===== src/rtl/tbs_pkg.sv =====
package tbs_pkg;
  localparam int BYTE_W      = 8;
  localparam int FRAME_BYTES = 3;
  localparam int FRAME_W     = BYTE_W * FRAME_BYTES;
  localparam int IDX_W       = $clog2(FRAME_BYTES);
  typedef logic [BYTE_W-1:0] byte_t;
endpackage


===== src/rtl/tbs_sync.sv =====
module tbs_sync #(
  parameter int           W       = 1,
  parameter logic [W-1:0] RST_VAL = '0
) (
  input  logic         clk_i,
  input  logic         rst_ni,
  input  logic [W-1:0] d_i,
  output logic [W-1:0] q_o
);
  for (genvar g = 0; g < W; g++) begin : g_bit
    logic s1_q, s2_q;
    always_ff @(posedge clk_i or negedge rst_ni) begin
      if (!rst_ni) begin
        s1_q <= RST_VAL[g];
        s2_q <= RST_VAL[g];
      end else begin
        s1_q <= d_i[g];
        s2_q <= s1_q;
      end
    end
    assign q_o[g] = s2_q;
  end
endmodule


===== src/rtl/tbs_shift.sv =====
module tbs_shift
  import tbs_pkg::*;
(
  input  logic  clk_i,
  input  logic  rst_ni,
  input  logic  sck_s_i,
  input  logic  ss_s_i,
  input  logic  mosi_s_i,
  input  logic  abort_i,
  input  byte_t tx_byte_i,
  output logic  bit_rise_o,
  output logic  byte_valid_o,
  output byte_t rx_byte_o,
  output logic  miso_bit_o
);
  localparam int CNT_W = $clog2(BYTE_W);

  logic             sck_q;
  logic [CNT_W-1:0] bit_cnt_q;
  byte_t            rx_sh_q, tx_sh_q;
  logic             valid_q;
  logic             rise, fall, last_bit;

  assign rise     = sck_s_i & ~sck_q & ~ss_s_i;
  assign fall     = ~sck_s_i & sck_q & ~ss_s_i;
  assign last_bit = (bit_cnt_q == CNT_W'(BYTE_W-1));

  always_ff @(posedge clk_i or negedge rst_ni) begin
    if (!rst_ni) begin
      sck_q     <= 1'b0;
      bit_cnt_q <= '0;
      rx_sh_q   <= '0;
      tx_sh_q   <= '0;
      valid_q   <= 1'b0;
    end else begin
      sck_q   <= sck_s_i;
      valid_q <= rise & last_bit & ~abort_i;
      if (ss_s_i || abort_i)  bit_cnt_q <= '0;
      else if (rise)          bit_cnt_q <= last_bit ? '0 : bit_cnt_q + 1'b1;
      if (rise) rx_sh_q <= {rx_sh_q[BYTE_W-2:0], mosi_s_i};
      // hold the fresh status byte until the first bit is taken
      if (bit_cnt_q == '0) tx_sh_q <= tx_byte_i;
      else if (fall)       tx_sh_q <= {tx_sh_q[BYTE_W-2:0], 1'b0};
    end
  end

  assign bit_rise_o   = rise;
  assign byte_valid_o = valid_q;
  assign rx_byte_o    = rx_sh_q;
  assign miso_bit_o   = tx_sh_q[BYTE_W-1];


  ss_clears_bits_chk: assert property (@(posedge clk_i) disable iff (!rst_ni)
    ss_s_i |=> (bit_cnt_q == '0));

  byte_needs_sel_chk: assert property (@(posedge clk_i) disable iff (!rst_ni)
    byte_valid_o |-> !$past(ss_s_i));

  byte_single_chk: assert property (@(posedge clk_i) disable iff (!rst_ni)
    byte_valid_o |=> !byte_valid_o);
endmodule


===== src/rtl/tbs_frame.sv =====
module tbs_frame
  import tbs_pkg::*;
#(
  parameter int TIMEOUT_CYC = 2_000_000
) (
  input  logic               clk_i,
  input  logic               rst_ni,
  input  logic               bit_rise_i,
  input  logic               byte_valid_i,
  input  byte_t              rx_byte_i,
  output logic [IDX_W-1:0]   byte_idx_o,
  output logic [FRAME_W-1:0] cfg_o,
  output logic               done_o,
  output logic               err_o,
  output logic               abort_o
);
  localparam int TMR_W  = $clog2(TIMEOUT_CYC + 1);
  localparam int HOLD_W = FRAME_W - BYTE_W;

  logic [IDX_W-1:0]   idx_q;
  logic [TMR_W-1:0]   tmr_q;
  logic               active_q, done_q, err_q;
  logic [HOLD_W-1:0]  hold_q;
  logic [FRAME_W-1:0] cfg_q;
  logic               last_in, timeout_hit;

  assign last_in     = byte_valid_i & (idx_q == IDX_W'(FRAME_BYTES-1));
  assign timeout_hit = active_q & (tmr_q == TMR_W'(TIMEOUT_CYC-1)) & ~last_in;

  always_ff @(posedge clk_i or negedge rst_ni) begin
    if (!rst_ni) begin
      idx_q    <= '0;
      tmr_q    <= '0;
      active_q <= 1'b0;
      done_q   <= 1'b0;
      err_q    <= 1'b0;
      hold_q   <= '0;
      cfg_q    <= '0;
    end else begin
      done_q <= last_in;
      err_q  <= timeout_hit;
      if (timeout_hit) begin
        idx_q    <= '0;
        active_q <= 1'b0;
        tmr_q    <= '0;
      end else if (last_in) begin
        cfg_q    <= {hold_q, rx_byte_i};
        idx_q    <= '0;
        active_q <= 1'b0;
        tmr_q    <= '0;
      end else begin
        if (byte_valid_i) begin
          hold_q <= {hold_q[HOLD_W-BYTE_W-1:0], rx_byte_i};
          idx_q  <= idx_q + 1'b1;
        end
        if (active_q)        tmr_q <= tmr_q + 1'b1;
        else if (bit_rise_i) begin
          active_q <= 1'b1;
          tmr_q    <= '0;
        end
      end
    end
  end

  assign byte_idx_o = idx_q;
  assign cfg_o      = cfg_q;
  assign done_o     = done_q;
  assign err_o      = err_q;
  assign abort_o    = timeout_hit;


  cfg_only_on_done_chk: assert property (@(posedge clk_i) disable iff (!rst_ni)
    !$stable(cfg_q) |-> done_q);

  done_pulse_chk: assert property (@(posedge clk_i) disable iff (!rst_ni)
    done_q |=> !done_q);

  done_err_excl_chk: assert property (@(posedge clk_i) disable iff (!rst_ni)
    !(done_q && err_q));

  timer_bound_chk: assert property (@(posedge clk_i) disable iff (!rst_ni)
    tmr_q < TMR_W'(TIMEOUT_CYC));

  err_resets_idx_chk: assert property (@(posedge clk_i) disable iff (!rst_ni)
    err_q |-> (idx_q == '0));

  idx_range_chk: assert property (@(posedge clk_i) disable iff (!rst_ni)
    idx_q < IDX_W'(FRAME_BYTES));
endmodule


===== src/rtl/tri_byte_spi_slave.sv =====
module tri_byte_spi_slave
  import tbs_pkg::*;
#(
  parameter int CLK_HZ      = 200_000_000,
  parameter int TIMEOUT_CYC = CLK_HZ / 100
) (
  input  logic               clk_i,
  input  logic               rst_ni,
  input  logic               sck_i,
  input  logic               ss_ni,
  input  logic               mosi_i,
  output logic               miso_o,
  output logic               miso_oe_o,
  input  logic [FRAME_W-1:0] status_i,
  output logic [FRAME_W-1:0] cfg_o,
  output logic               done_o,
  output logic               err_o,
  output logic               awake_o
);
  logic             sck_s, ss_s, mosi_s;
  logic             bit_rise, byte_valid, abort, miso_bit;
  byte_t            rx_byte, tx_byte;
  logic [IDX_W-1:0] byte_idx;

  tbs_sync #(.W(3), .RST_VAL(3'b010)) u_sync (
    .clk_i (clk_i),
    .rst_ni(rst_ni),
    .d_i   ({sck_i, ss_ni, mosi_i}),
    .q_o   ({sck_s, ss_s, mosi_s})
  );

  always_comb begin
    tx_byte = '0;
    for (int k = 0; k < FRAME_BYTES; k++)
      if (byte_idx == IDX_W'(k))
        tx_byte = status_i[(FRAME_BYTES-1-k)*BYTE_W +: BYTE_W];
  end

  tbs_shift u_shift (
    .clk_i       (clk_i),
    .rst_ni      (rst_ni),
    .sck_s_i     (sck_s),
    .ss_s_i      (ss_s),
    .mosi_s_i    (mosi_s),
    .abort_i     (abort),
    .tx_byte_i   (tx_byte),
    .bit_rise_o  (bit_rise),
    .byte_valid_o(byte_valid),
    .rx_byte_o   (rx_byte),
    .miso_bit_o  (miso_bit)
  );

  tbs_frame #(.TIMEOUT_CYC(TIMEOUT_CYC)) u_frame (
    .clk_i       (clk_i),
    .rst_ni      (rst_ni),
    .bit_rise_i  (bit_rise),
    .byte_valid_i(byte_valid),
    .rx_byte_i   (rx_byte),
    .byte_idx_o  (byte_idx),
    .cfg_o       (cfg_o),
    .done_o      (done_o),
    .err_o       (err_o),
    .abort_o     (abort)
  );

  assign miso_oe_o = ~ss_s;
  assign miso_o    = ~ss_s & miso_bit;
  assign awake_o   = ~ss_s;


  miso_quiet_chk: assert property (@(posedge clk_i) disable iff (!rst_ni)
    $past(ss_ni, 2) && $past(ss_ni, 3) |-> !miso_o && !miso_oe_o);
endmodule


===== config.mk =====
export PLATFORM = sky130hd
export DESIGN_NAME = tri_byte_spi_slave
export DESIGN_NICKNAME = d
export VERILOG_FILES = /design/src/rtl/tbs_pkg.sv /design/src/rtl/tbs_sync.sv /design/src/rtl/tbs_shift.sv /design/src/rtl/tbs_frame.sv /design/src/rtl/tri_byte_spi_slave.sv
export SDC_FILE = /design/constraint.sdc
export NUM_CORES = 1
export LEC_CHECK = 0
export BUFFER_PORTS_ARGS = -buffer_cell sky130_fd_sc_hd__buf_2
export CAP_MARGIN = 20
export CORE_MARGIN = 2
export CORE_UTILIZATION = 40
export CTS_CLUSTER_SIZE = 25
export DETAILED_ROUTE_END_ITERATION = 8
export GPL_TIMING_DRIVEN = 0
export HOLD_SLACK_MARGIN = 0.15
export MAX_ROUTING_LAYER = met4
export PLACE_DENSITY = 0.6
export SYNTH_ARGS = -nofsm -noshare
export SYNTH_HDL_FRONTEND = slang
export SYNTH_SLANG_ARGS = --single-unit

===== constraint.sdc =====
create_clock -name clk_i -period 2 [get_ports clk_i]
set_input_delay 0.3 -clock clk_i [delete_from_list [all_inputs] [get_ports clk_i]]
set_output_delay 0.3 -clock clk_i [all_outputs]
set_load 0.05 [all_outputs]

# [Yosys cells after proc, flatten, opt, wreduce, memory -nomap -nowiden]
# Cells that the tools add are included.
[classes] addsub=3 n_eq_ne=4 mux=19 bitwise_logic=15 n_reduce_logical=9
[op_table] operator="21-bit two-way mux" n=4
[op_table] operator="8-bit two-way mux" n=5
[op_table] operator="21-bit by 1-bit adder with 21-bit output (second input constant)" n=1
[op_table] operator="21-bit equality test (second input constant)" n=1
[op_table] operator="1-bit bitwise AND" n=10
[op_table] operator="3-bit two-way mux" n=3
[op_table] operator="2-bit two-way mux" n=3
[op_table] operator="1-bit inverter" n=5
[op_table] operator="1-bit two-way mux" n=4
[op_table] operator="2-bit nonzero test" n=2
[op_table] operator="4-bit nonzero test" n=1
[op_table] operator="3-bit by 1-bit adder with 3-bit output (second input constant)" n=1
[op_table] operator="3-bit equality test (second input constant)" n=1
[op_table] operator="3-bit logical NOT" n=1
[op_table] operator="3-bit AND reduction" n=1
[op_table] operator="3-bit nonzero test" n=1
[op_table] operator="2-bit by 1-bit adder with 2-bit output (second input constant)" n=1
[op_table] operator="2-bit by 1-bit equality test with 1-bit output (second input constant)" n=1
[op_table] operator="2-bit equality test (second input constant)" n=1
[op_table] operator="2-bit logical NOT" n=1
[op_table] operator="2-bit AND reduction" n=1
[op_table] operator="1-bit logical OR" n=1
[word_totals] reg_bits=93 input_bits=29 output_inout_bits=29 elab_cells=68

# [Longest topological paths before layout]
# Gate-level depths: netlist (run 1).
[logic_depth] depth_word=7 ltp_mapped=8 depth_no_buf=6

# [By module]
# A second synthesis (run 1) with hierarchy kept.
[unflattened] cells_unflattened=402 hier_area_um2=4315.4
[modules_own_cells] mod="tbs_frame" instances=1 cells_each=286 area_each_um2=2964.1 seq_area_each_um2=1651.6
[modules_own_cells] mod="tbs_shift" instances=1 cells_each=84 area_each_um2=960.9 seq_area_each_um2=525.5
[modules_own_cells] mod="tri_byte_spi_slave" instances=1 cells_each=23 area_each_um2=215.2 seq_area_each_um2=0.0
[modules_own_cells] mod="tbs_sync" instances=1 cells_each=9 area_each_um2=175.2 seq_area_each_um2=152.6

# [Least setup slack after synthesis (run 1)]
# Ideal clock, no wire load.
[synth_timing] path_type="register to register" start="reg u_frame.tmr_q[7]" end="reg u_frame.hold_q[10]" setup_time_ns=0.125 arrival_ns=1.920 required_time_ns=1.875 path_slack_ns=-0.045 stages_incl_launch_ff=8 n_path_buf=2 period_less_slack_ns=2.045 cell_sequence="dfrtp_1 > buf_6 > or4b_4 > nor3_4 > nand2_2 > nand3_4 > buf_12 > mux2_4"
[synth_between] elab_chain_len=5
[synth_rtl] item="start: declaration" line="tbs_frame.sv:21" text="logic [TMR_W-1:0] tmr_q;"
[synth_rtl] item="start signal: assignment" line="tbs_frame.sv:56" text="if (active_q) tmr_q <= tmr_q + 1'b1;"
[synth_rtl] item="21-bit equality test" line="tbs_frame.sv:28" text="assign timeout_hit = active_q & (tmr_q == TMR_W'(TIMEOUT_CYC-1)) & ~last_in;"
[synth_rtl] item="1-bit bitwise AND (2 in a row)" line="tbs_frame.sv:28"
[synth_rtl] item="1-bit inverter (no line)"
[synth_rtl] item="3-bit AND reduction (no line)"
[synth_rtl] item="end signal: assignment" line="tbs_frame.sv:53" text="hold_q <= {hold_q[HOLD_W-BYTE_W-1:0], rx_byte_i};"
[synth_rtl] item="end: declaration" line="tbs_frame.sv:23" text="logic [HOLD_W-1:0] hold_q;"
# Every way passes these cells.
# A chain may end at the register's enable or synchronous reset.

# [Worst setup path in the final report (run 1)]
[layout_timing] start="reg u_frame.tmr_q[8]" end="reg u_frame.hold_q[12]"
# Same word-level chain as after synthesis.

==> impl_results.md, run 1 <==
* Syn Std Cell Area at 4160 sq um
* DR WL met2 at 3930 um
* Largest net degree at the start of global routing at 72
* Number of inserted diodes at 0
* Layout Skew at 11.1 ps
* Root Driver: clkbuf_8
* CTS tree: done
* DR vias/cell at 4.96
* Worst Max-Slew Pin Slew at 644 ps
* Die height at 106 um
* DIE AREA at 11200 sq um
* Pwr Total at 3.89 mW
* Synth cell types at 46
* Non-filler cells, final at 613
* Post-synthesis simple-gate area fraction at 0.175
* Failing checks: setup timing
* Final hold vios at 0
* Period utilisation layout at 1.01
* Area of the multi-input gates at 1770 sq um
* Num CTS Buffers at 9
* Post-synthesis register bit count at 93
* Worst VDD drop at 357 uV
* Adder-Cell Fraction of Synth Area at 0.0120
* Critical Path Sink Type: flip-flop
* Mux share of post-synthesis cell area at 0.108
* GRT Total Usage at 0.170
* Post-synthesis xor/xnor area fraction at 0.0274
* Layout cells sized above 1 at 0.294
* CP max FO at 10
* # fillers at 966
* Final Core Density at 0.494
* Final Critical Period at 2020 ps
* Crit-path cells: or4_4, nor3_4, nand2_2, nand3_4, buf_12, mux2_4
* Antenna-violating nets left at 0
* Global-route wire length before repair at 14800 um
* Port bufs at 57
* Max-slew headroom at 0.571
* Residual DRC count at 0
* FF+latch area at 2330 sq um
* Vias in the first global route at 3031
* Leak pwr at 2.58 nW
* Clock Latency Late Sink at 360 ps
* Layout Area Growth over Synthesis at 21.5%
* Yosys warnings at 0
* CORE AREA at 10200 sq um
* Req. time, crit path at 2240 ps
* Clock Sink Count at 93
* Routed via count at 3042
* H-tree Lvls at 3
* Status: finished, violations left
* R2R setup slack at -20 ps
* Synth Area in Compound Gates at 0.0872
* Setup TNS at -92.3 ps
* # rows at 37
* Max-slew violations at 0
* Initial antenna violation count at 0
* Post-Synthesis Net Count at 419
* Min-delay worst type: in -> reg
* I/O pins at 58
* Max Clock Freq at 496 MHz
* CP Launch Type: flip-flop
* Largest stage delay on the critical path at 550 ps
* Total Wirelength at 8610 um
* DRT Pass-1 Iters at 7
* Syn Area/Cell at 10.8 sq um
* Post-synthesis sequential area ratio at 0.560
* Wire length per cell at 14.0 um
* Post-layout nets at 505
* Post-Place Cells at 580
* Metal3 WL at 235 um
* Cell Area, Placed at 4640 sq um
* Number of max-cap violations at 0
* Max Used Layer: met4
* Crit path DAT at 2260 ps
* Final Wtd Congestion at 0.827
* Global route total overflow at 0
* Hpwl dp at 5870 um
* WP buf/inv at 1
* Crit-path leading delay family: simple AND/OR/NAND/NOR gates
* CTS max path bufs at 2
* Final worst slack at -17.0 ps
* Final setup violation count at 10
* M1 WL at 4310 um
* DRT iter0 DRCs at 155
* Pwr dens at 769 nW/um^2
* Register clock-pin slew on the reported worst setup and hold paths at 100 ps
* Post-route cell area at 5050 sq um
* RSZ-0062 raised after global routing: true
* Setup Crit Path Kind: reg -> reg
* Largest family of logic cells by synthesized area: simple AND/OR/NAND/NOR gates
* Post-Synthesis Cells at 386
* CP max-delay cell: or4_4
* Die width at 106 um
* Initial Util at 0.407
layer usage:
metal  track usage  vias to the layer above
li1              -                     1492
met1         0.240                     1497
met2         0.250                       42
met3        0.0264                       11
met4        0.0630                        0
met5             -                        -
path summary, 6_finish.rpt:
path | startpoint | to | cells after the start
max reg2reg | u_frame.tmr_q[8] | u_frame.hold_q[12] | 6
min in group asynchronous | rst_ni | u_frame.tmr_q[9] | 2
min | status_i[8] | u_shift.tx_sh_q[0] | 3
max in group asynchronous | rst_ni | u_frame.hold_q[0] | 3
min reg2reg | u_sync.g_bit[1].s1_q | u_sync.g_bit[1].s2_q | 0
max | u_frame.tmr_q[8] | u_frame.hold_q[12] | 6
sequential cells by signal, indices dropped and copies added (netlist names):
name and cells:
u_shift.bit_cnt_q 3, u_shift.rx_byte_o 8, u_frame.err_o 1, u_frame.done_o 1, u_frame.byte_idx_o 2, u_frame.active_q 1, u_sync.g_bit.s1_q 3, u_shift.sck_q 1
u_shift.byte_valid_o 1, u_shift.tx_sh_q 8, u_frame.hold_q 16, u_frame.cfg_o 24, u_frame.tmr_q 21, u_sync.g_bit.s2_q 3
placed cells by master (no fill, tap or decap), types with 10 or more instances in the layout:
cell type  instances
mux2_4            14
buf_2             58
nand2_1           95
buf_4             14
o21ai_0           12
nor2_1            21
mux2_2            12
dfrtp_1           88
a21oi_1           19
mux2i_1           12
a22o_1            10
synthesized netlist by cell type, drive strengths merged:
master / n / area [sq um]
and2: 1 / 6.26
dfrtp: 91 / 2280
nand3b: 1 / 7.51
nand2b: 3 / 18.8
mux2i: 12 / 120
nor4: 3 / 25.0
nand4: 4 / 25.0
mux2: 26 / 330
a2bb2oi: 7 / 61.3
nor3: 7 / 46.3
nor2: 21 / 78.8
o21ai: 12 / 60.1
xor2: 4 / 35.0
and3: 3 / 18.8
o31a: 1 / 8.76
dfstp: 2 / 52.6
or4b: 1 / 13.8
a22o: 11 / 97.6
inv: 6 / 22.5
nand3: 9 / 57.6
buf: 8 / 61.3
and4: 2 / 18.8
or4: 2 / 18.8
nor3b: 1 / 7.51
a31oi: 5 / 31.3
a21oi: 20 / 104
nand4b: 1 / 8.76
nand2: 96 / 363
clkbuf: 11 / 41.3
ha: 4 / 50.1
nor2b: 2 / 12.5
xnor2: 9 / 78.8
layout make-up:
type	count	area share
clock buffer	9	0.0245
buffer	17	0.0203
clock inverter	7	0.0129
sequential	93	0.462
tap	136	0.0337
multi-input combinational	269	0.349
timing repair buffer	76	0.0931
inverter	6	0.00446
per-stage QoR:
step	hold slack, ps	setup slack [ps]
global route	271	-58.1
finish	259	-17.0
floorplan	4.41	-6.79
detailed placement	228	-180
global placement	333	-279
CTS	248	-15.7
where the power goes:
group	switching, mW	total [mW]	internal, mW
combinational	0.224	0.468	0.244
sequential	0.173	2.22	2.05
clock	0.717	1.20	0.480
worst min-delay path, cell delays in order:
cell and delay [ps]:
buf_2 80, a21oi_1 50, o21ai_0 150
cell families (layout without fill, tap and decap cells):
family,after synthesis,in the layout
adders and majority gates,4,4
AOI/OAI and AO/OA,56,57
and+or+nand+nor,157,157
buffers and inverters,25,115
DFF,93,93
muxes,38,38
xor gates and xnor gates,13,13
what timing repair did:
item | CTS | global route
setup buffers | 12 | 1
endpoints found under the hold margin | 25 | 0
setup endpoints to repair | 34 | 35
hold buffers | 4 | 0
resized for setup | 12 | 9
pin swaps | 2 | 2
cloned | 1 | 1
(Power assumes the default switching activity.)
==> run 2, diff against run 1 <==
--- a/config.mk
+++ b/config.mk
@@ -5,8 +5,9 @@
 export SDC_FILE = /design/constraint.sdc
 export NUM_CORES = 1
 export LEC_CHECK = 0
+export ABC_AREA = 1
 export BUFFER_PORTS_ARGS = -buffer_cell sky130_fd_sc_hd__buf_2
-export CAP_MARGIN = 20
+export CAP_MARGIN = 15
 export CORE_MARGIN = 2
 export CORE_UTILIZATION = 40
 export CTS_CLUSTER_SIZE = 25
==> run 2 against run 1 <==
Synthesized cell count is 29% higher. Area after synthesis is 2.7% higher. First-iteration DRC count is 9.7% lower. Global-route usage hardly changed. Flip-flop and latch count stayed put. Count of clock-buffer cells in the layout is 2 higher. The flow now finishes without violations. Sequential power is 4% lower. Combinational power is 2% lower.
==> impl_results.md, run 2 <==
* Clock Sink Count at 93 (unchanged)
* Routed via count at 3329 (+9.4%)
* Antenna-violating nets left at 0 (unchanged)
* Max-slew violations at 0 (unchanged)
* R2r endpoint: u_shift.tx_sh_q[5]
* Worst VDD drop at 518 uV (+45%)
* Port bufs at 57 (unchanged)
* Min-delay worst type: in -> reg
* Critical Path Sink Type: flip-flop
* Syn Area/Cell at 8.58 sq um (-20%)
* Syn Std Cell Area at 4270 sq um (+2.7%)
* Most frequent cells in the layout: nand2_1, dfrtp_1, buf_2
* Global route total overflow at 0 (unchanged)
* EDFF count, synth at 0 (unchanged)
* DRT Pass-1 Iters at 4 (-3)
* CTS max path bufs at 2 (unchanged)
* Die height at 107 um (+1.3%)
* Share of the synthesized area in the top cell type at 0.533 (-0.0144)
* Final hold vios at 0 (unchanged)
* Post-synthesis simple-gate area fraction at 0.230 (+0.0554)
* Post-layout nets at 604 (+20%)
* Layout Area Growth over Synthesis at 16.6%
* Post-synthesis xor/xnor area fraction at 0.0226 (-0.00482)
* Layout Skew at 14.2 ps (+3.10 ps)
* Root Driver: clkbuf_8
* Post-Synthesis Cells at 498 (+29%)
* Yosys warnings at 0 (unchanged)
* Crit-path cells: inv_1, ha_1, inv_1, nor2_1, inv_1, nand2_1, inv_1, buf_2, nand2_1, o21ai_0
* Initial antenna violation count at 0 (unchanged)
* Switch share at 0.288 (+0.000969)
* Largest family of logic cells by synthesized area: simple AND/OR/NAND/NOR gates
* CP max FO at 10 (unchanged)
* CORE AREA at 10400 sq um (+1.4%)
* CP Launch Type: flip-flop
* HP Start: status_i[8]
* Hpwl dp at 6440 um (+9.7%)
* Cell mode on critical path: inv_1
* WP buf/inv at 5 (+4)
* Die width at 107 um (+1.3%)
* Max reg flops at 24 (unchanged)
* Top post-synthesis cells by count: nand2_1, dfrtp_1, inv_1, o21ai_0, nor2_1
* Worst Max-Slew Pin Slew at 568 ps (-75.7 ps)
* DRT iter0 DRCs at 140 (-9.7%)
* Worst r2r src: u_shift.bit_cnt_q[0]
* Period utilisation layout at 0.913 (-0.0958)
* Layout cells sized above 1 at 0.215 (-0.0782)
* Number of inserted diodes at 0 (unchanged)
* Max Clock Freq at 548 MHz (+10%)
* R2R setup slack at 170 ps (+190 ps)
* RSZ-0062 raised after global routing: false
* Largest stage delay on the critical path at 420 ps (-130 ps)
* DIE AREA at 11500 sq um (+2.6%)
* Crit path DAT at 2070 ps (-190 ps)
* Non-filler cells, final at 712 (+16%)
* Setup Crit Path Kind: reg -> reg
* Internal at 2.71 mW (-2.4%)
* Largest cells by area after synthesis: dfrtp_1, nand2_1, o21ai_0
* Post-Place Cells at 692 (+19%)
* I/O pins at 58 (unchanged)
* Commonest non-fill, non-tap cell in the layout: nand2_1
* Post-synth ARST share at 1.00 (unchanged)
* Pwr dens at 762 nW/um^2 (-0.88%)
* DR vias/cell at 4.68 (-5.8%)
* Initial Util at 0.412 (+0.00541)
* Residual DRC count at 0 (unchanged)
* H-tree Lvls at 3 (unchanged)
* Combinational Power Share at 0.121 (about the same)
* Wire length per cell at 12.7 um (-9.7%)
* Total Wirelength at 9030 um (+4.9%)
* Register clock-pin slew on the reported worst setup and hold paths at 100 ps (about the same)
* Setup Fix Bufs, Post-CTS at 0 (-12)
* Req. time, crit path at 2240 ps (about the same)
* Most common cell in the netlist: nand2_1
* Share of power burned in registers at 0.565 (-0.006)
* Adder-Cell Fraction of Synth Area at 0.0117 (-0.000317)
* Hold Crit Depth at 5 (+2)
* Num CTS Buffers at 9 (unchanged)
* GRT Total Usage at 0.170 (-0.000326)
* Synth cell types at 29 (-37%)
* Status: complete, no violations
* Worst R2R Path Depth at 10 (+4)
* Final setup violation count at 0 (-10)
* Number of max-cap violations at 0 (unchanged)
* Post-synthesis sequential area ratio at 0.545 (-0.0148)
* CTS tree: done
* Mux share of post-synthesis cell area at 0 (-0.108)
* Final Wtd Congestion at 0.880 (+6.5%)
* Worst hold endpoint: u_shift.tx_sh_q[0]
* Clk network pwr share at 0.315 (+0.007)
* Synth area leader: dfrtp_1
* # rows at 37 (unchanged)
* Global-route wire length before repair at 15100 um (+2.0%)
* Leak pwr at 2.42 nW (-6.1%)
* Post-Synthesis Net Count at 531 (+27%)
* Post-synthesis register bit count at 93 (unchanged)
* Final Core Density at 0.480 (-0.0135)
* Psw at 1.09 mW (-2.0%)
* Max-slew headroom at 0.620 (+0.0491)
* Vias in the first global route at 3320 (+9.5%)
* Synth Flop Type: dfrtp_1
* CP max-delay cell: dfrtp_1
* Largest net degree at the start of global routing at 59 (-18%)
* Clock Latency Late Sink at 360 ps (about the same)
* Synth Area in Compound Gates at 0.111 (+0.0241)
* Final Critical Period at 1830 ps (-192 ps)
* Crit-path leading delay family: simple AND/OR/NAND/NOR gates
-- run 2: cell types whose count changed after synthesis, sizes merged, moves of 14 or more --
cell,before,now
nand3,9,23
o21ai,12,69
nand2,96,164
a21oi,20,4
mux2,26,0
nor2,21,38
inv,6,58
-- run 2: worst min-delay path, cell delays in order --
cell     delay [ps]
buf_2            80
nand2_1          50
nand3_1          70
nand2_1          50
nand2_1          50
-- run 2: through the flow --
step / setup TNS, ps / power [mW] / area, sq um / worst slack (ps) / hold slack (ps)
4_1_cts: 0 / 3.85 / 4980 / 184 / 260
5_1_grt: 0 / 4.00 / 4980 / 5.20 / 293
6_report: 0 / 3.80 / 4980 / 175 / 271
3_3_place_gp: -27640 / 2.61 / 4730 / -310 / 333
3_5_place_dp: 0 / 2.63 / 4760 / 201 / 303
2_1_floorplan: 0 / 2.46 / 4270 / 501 / 4.41
-- run 2: area by class of cell --
cell class / instances / area, sq um
fillers: 1013 / 5390
plain buffers: 16 / 111
repair buffers: 62 / 355
inverters: 60 / 225
well taps: 136 / 170
flip-flops and latches: 93 / 2330
clock buffers: 11 / 141
multi-input cells: 329 / 1610
clock inverters: 5 / 41.3
-- run 2: worst max-delay path by stage --
stage,from,to,depth (start not counted)
final,u_shift.bit_cnt_q[0],u_shift.tx_sh_q[5],10
after global routing,u_shift.bit_cnt_q[0],u_shift.tx_sh_q[5],10
after CTS,u_shift.bit_cnt_q[0],u_shift.tx_sh_q[2],9
after detailed placement,u_shift.bit_cnt_q[0],u_shift.tx_sh_q[2],9
after global placement,rst_ni,u_sync.g_bit[0].s1_q,1
after floorplan,u_frame.tmr_q[0],u_frame.hold_q[12],11
-- run 2: layer usage --
metal  part of all wire  GRT usage  vias up  wire [um]
li1                   -          -     1711          -
met1               0.46      0.204     1552       4120
met2               0.50      0.289       58       4470
met3              0.039     0.0424        8        355
met4             0.0092     0.0394        0         83
met5                  0          -        -          0
-- run 2: repair_timing --
| item | CTS | global route |
|---|---|---|
| gates resized for setup | 0 | 1 |
| setup endpoints to repair | 0 | 1 |
| hold endpoints to repair | 38 | 0 |
| hold buffers | 4 | 0 |
-- run 2: cells by family after synthesis --
logic type / Yosys count
buffers and inverters: 76
AOI/OAI and AO/OA: 80
and+or+nand+nor: 234
adders and majority gates: 4
DFF: 93
xor gates and xnor gates: 11
-- run 2: power by group through the flow --
stage | sequential, mW | combinational, mW | clock [mW]
final | 2.14 | 0.458 | 1.20
after global routing | 2.17 | 0.527 | 1.31
after CTS | 2.14 | 0.463 | 1.24
after detailed placement | 2.18 | 0.454 | 0
after global placement | 2.18 | 0.432 | 0
after floorplan | 2.15 | 0.314 | 0
==> run 3, diff against run 2 <==
==> constraint.sdc (replaced) <==
create_clock -name clk_i -period 1.5 [get_ports clk_i]
set_input_delay 0.225 -clock clk_i [delete_from_list [all_inputs] [get_ports clk_i]]
set_output_delay 0.225 -clock clk_i [all_outputs]
set_load 0.05 [all_outputs]
==> run 3 against run 2 <==
Critical endpoint is now u_frame.hold_q[12]. The flow now finishes with violations (setup timing). Non-clock buffer count up 24. Count of clock-buffer cells in the layout is the same. Clock skew down 0.77 ps. Critical path type unchanged. Fmax increased by 16%. Critical path depth unchanged. Core utilization is 4.0 points higher. Die area unchanged. Hold slack got worse by 76 ps.
==> impl_results.md, run 3 (synthesized netlist as in run 2, its figures left out) <==
* Req. time, crit path at 1750 ps (-490 ps)
* Die height at 107 um (unchanged)
* Status: finished, violations left
* Post-layout nets at 628 (+4.0%)
* Hpwl dp at 6440 um (unchanged)
* Register clock-pin slew on the reported worst setup and hold paths at 100 ps (about the same)
* Port bufs at 57 (unchanged)
* Final setup violation count at 30 (+30)
* Layout cells sized above 1 at 0.295 (+0.0797)
* Global route total overflow at 0 (unchanged)
* # rows at 37 (unchanged)
* Final worst slack at -79.9 ps (-254 ps)
* Crit path DAT at 1830 ps (-240 ps)
* R2R setup slack at -80 ps (-250 ps)
* Commonest non-fill, non-tap cell in the layout: nand2_1
* Pwr Total at 5.29 mW (+39%)
* CTS max path bufs at 2 (unchanged)
* Vias in the first global route at 3385 (+2.0%)
* Global-route wire length before repair at 15600 um (+3.1%)
* Final hold vios at 0 (unchanged)
* Max Clock Freq at 633 MHz (+16%)
* Failing checks: setup timing
* Clock Latency Late Sink at 360 ps (about the same)
* Largest stage delay on the critical path at 400 ps (-20 ps)
* Worst r2r src: u_frame.tmr_q[1]
* Num CTS Buffers at 9 (unchanged)
* Largest net degree at the start of global routing at 59 (unchanged)
* Critical Path Sink Type: flip-flop
* DRT Pass-1 Iters at 4 (unchanged)
* R2r endpoint: u_frame.hold_q[12]
* Max-slew violations at 0 (unchanged)
* Pwr dens at 981 nW/um^2 (+29%)
* Final Critical Period at 1580 ps (-246 ps)
* Routed via count at 3455 (+3.8%)
* Root Driver: clkbuf_8
* H-tree Lvls at 3 (unchanged)
* Crit-path cells: ha_2, nand2_4, inv_4, nand2_4, nor2_4, nand3_4, nand2_4, nor2_4, buf_6, o21ai_2
* Antenna-violating nets left at 0 (unchanged)
* Wire length per cell at 13.1 um (+3.4%)
* Initial Util at 0.412 (unchanged)
* DRT iter0 DRCs at 172 (+23%)
* CP Launch Type: flip-flop
* Worst R2R Path Depth at 10 (unchanged)
* Worst VDD drop at 693 uV (+34%)
* Most frequent cells in the layout: nand2_1, dfrtp_1, buf_2
* CP max-delay cell: dfrtp_1
* Period utilisation layout at 1.05 (+0.141)
* Final Wtd Congestion at 0.880 (unchanged)
* Initial antenna violation count at 0 (unchanged)
* Max-slew headroom at 0.623 (+0.00290)
* Pre-CTS setup slack at -299 ps (-500 ps)
* Worst Max-Slew Pin Slew at 563 ps (-4.34 ps)
* I/O pins at 58 (unchanged)
* WP buf/inv at 2 (-3)
* Residual DRC count at 0 (unchanged)
* DR vias/cell at 4.69 (+0.40%)
* Layout Area Growth over Synthesis at 26.2%
* Min-delay worst type: in -> reg
* CORE AREA at 10400 sq um (unchanged)
* HP Start: status_i[8]
* DIE AREA at 11500 sq um (unchanged)
* Max reg flops at 24 (unchanged)
* Total Wirelength at 9650 um (+6.9%)
* Die width at 107 um (unchanged)
* CP max FO at 10 (unchanged)
* Hold Crit Depth at 5 (unchanged)
* Layout Skew at 13.4 ps (-0.772 ps)
* RSZ-0062 raised after global routing: true
* Number of max-cap violations at 0 (unchanged)
* Cell mode on critical path: nand2_4
* Crit-path leading delay family: simple AND/OR/NAND/NOR gates
* Leak pwr at 2.61 nW (+7.9%)
* # fillers at 963 (-4.9%)
* Number of inserted diodes at 0 (unchanged)
* Worst hold endpoint: u_shift.tx_sh_q[0]
* Clock Sink Count at 93 (unchanged)
* Worst Setup SP: u_frame.tmr_q[1]
* Setup Crit Path Kind: reg -> reg
* CTS tree: done
* GRT Total Usage at 0.175 (+0.00533)
[run 3: cell types whose count changed in the layout (fill, tap and decap cells not counted), sizes merged]
cell    before  now
buf         70   92
clkbuf      15   17
[run 3: how the worst max path moves through the flow]
stage | endpoint | cells past startpoint
2_1_floorplan | u_frame.hold_q[12] | 11
3_3_place_gp | u_sync.g_bit[0].s1_q | 1
3_5_place_dp | u_shift.tx_sh_q[2] | 9
4_1_cts | u_frame.hold_q[13] | 12
5_1_grt | u_frame.tmr_q[3] | 10
6_report | u_frame.hold_q[12] | 10
[run 3: tightest hold or removal path: stages]
cell	delay [ps]
buf_2	80
nand2_1	50
nand3_1	70
nand2_1	50
nand2_1	50
[run 3: stage by stage]
stage	hold slack [ps]	TNS [ps]	cells	util	instance area [sq um]
6_report	196	-1690	736	0.520	5390
5_1_grt	218	-5750	736	0.520	5390
4_1_cts	185	-2030	728	0.501	5200
3_5_place_dp	228	-9410	692	0.459	4760
3_3_place_gp	330	-75700	691	0.456	4730
2_1_floorplan	-70.6	0	498	-	4270
[run 3: area by class of cell]
class	instances	area, sq um	share of cell area
Sequential cell	93	2330	0.432
Multi-Input combinational cell	329	1760	0.327
Timing Repair Buffer	88	592	0.110
Inverter	60	238	0.0441
Tap cell	136	170	0.0316
Clock buffer	11	141	0.0262
Buffer	14	118	0.0218
Clock inverter	5	41.3	0.00766
[run 3: routing by layer]
metal,global-route usage,up-vias,routed length (um)
met5,-,-,0
met4,0.0366,0,53
met3,0.0412,4,304
met2,0.297,50,4950
met1,0.215,1642,4340
li1,-,1759,-
[run 3: where the power goes]
group,leakage (nW),switching (mW),internal [mW]
sequential,1.24,0.157,2.70
combinational,1.28,0.482,0.360
clock,0.0922,0.916,0.671
total,2.61,1.55,3.73
[run 3: repair_timing]
item                                    in CTS  in global routing
endpoints found under the hold margin       38                  0
resized for setup                           25                 46
pin swaps                                    5                 10
cloned                                       1                  1
setup buffers                               16                  9
endpoints found under the setup margin      68                 70
hold buffers                                 4                  0
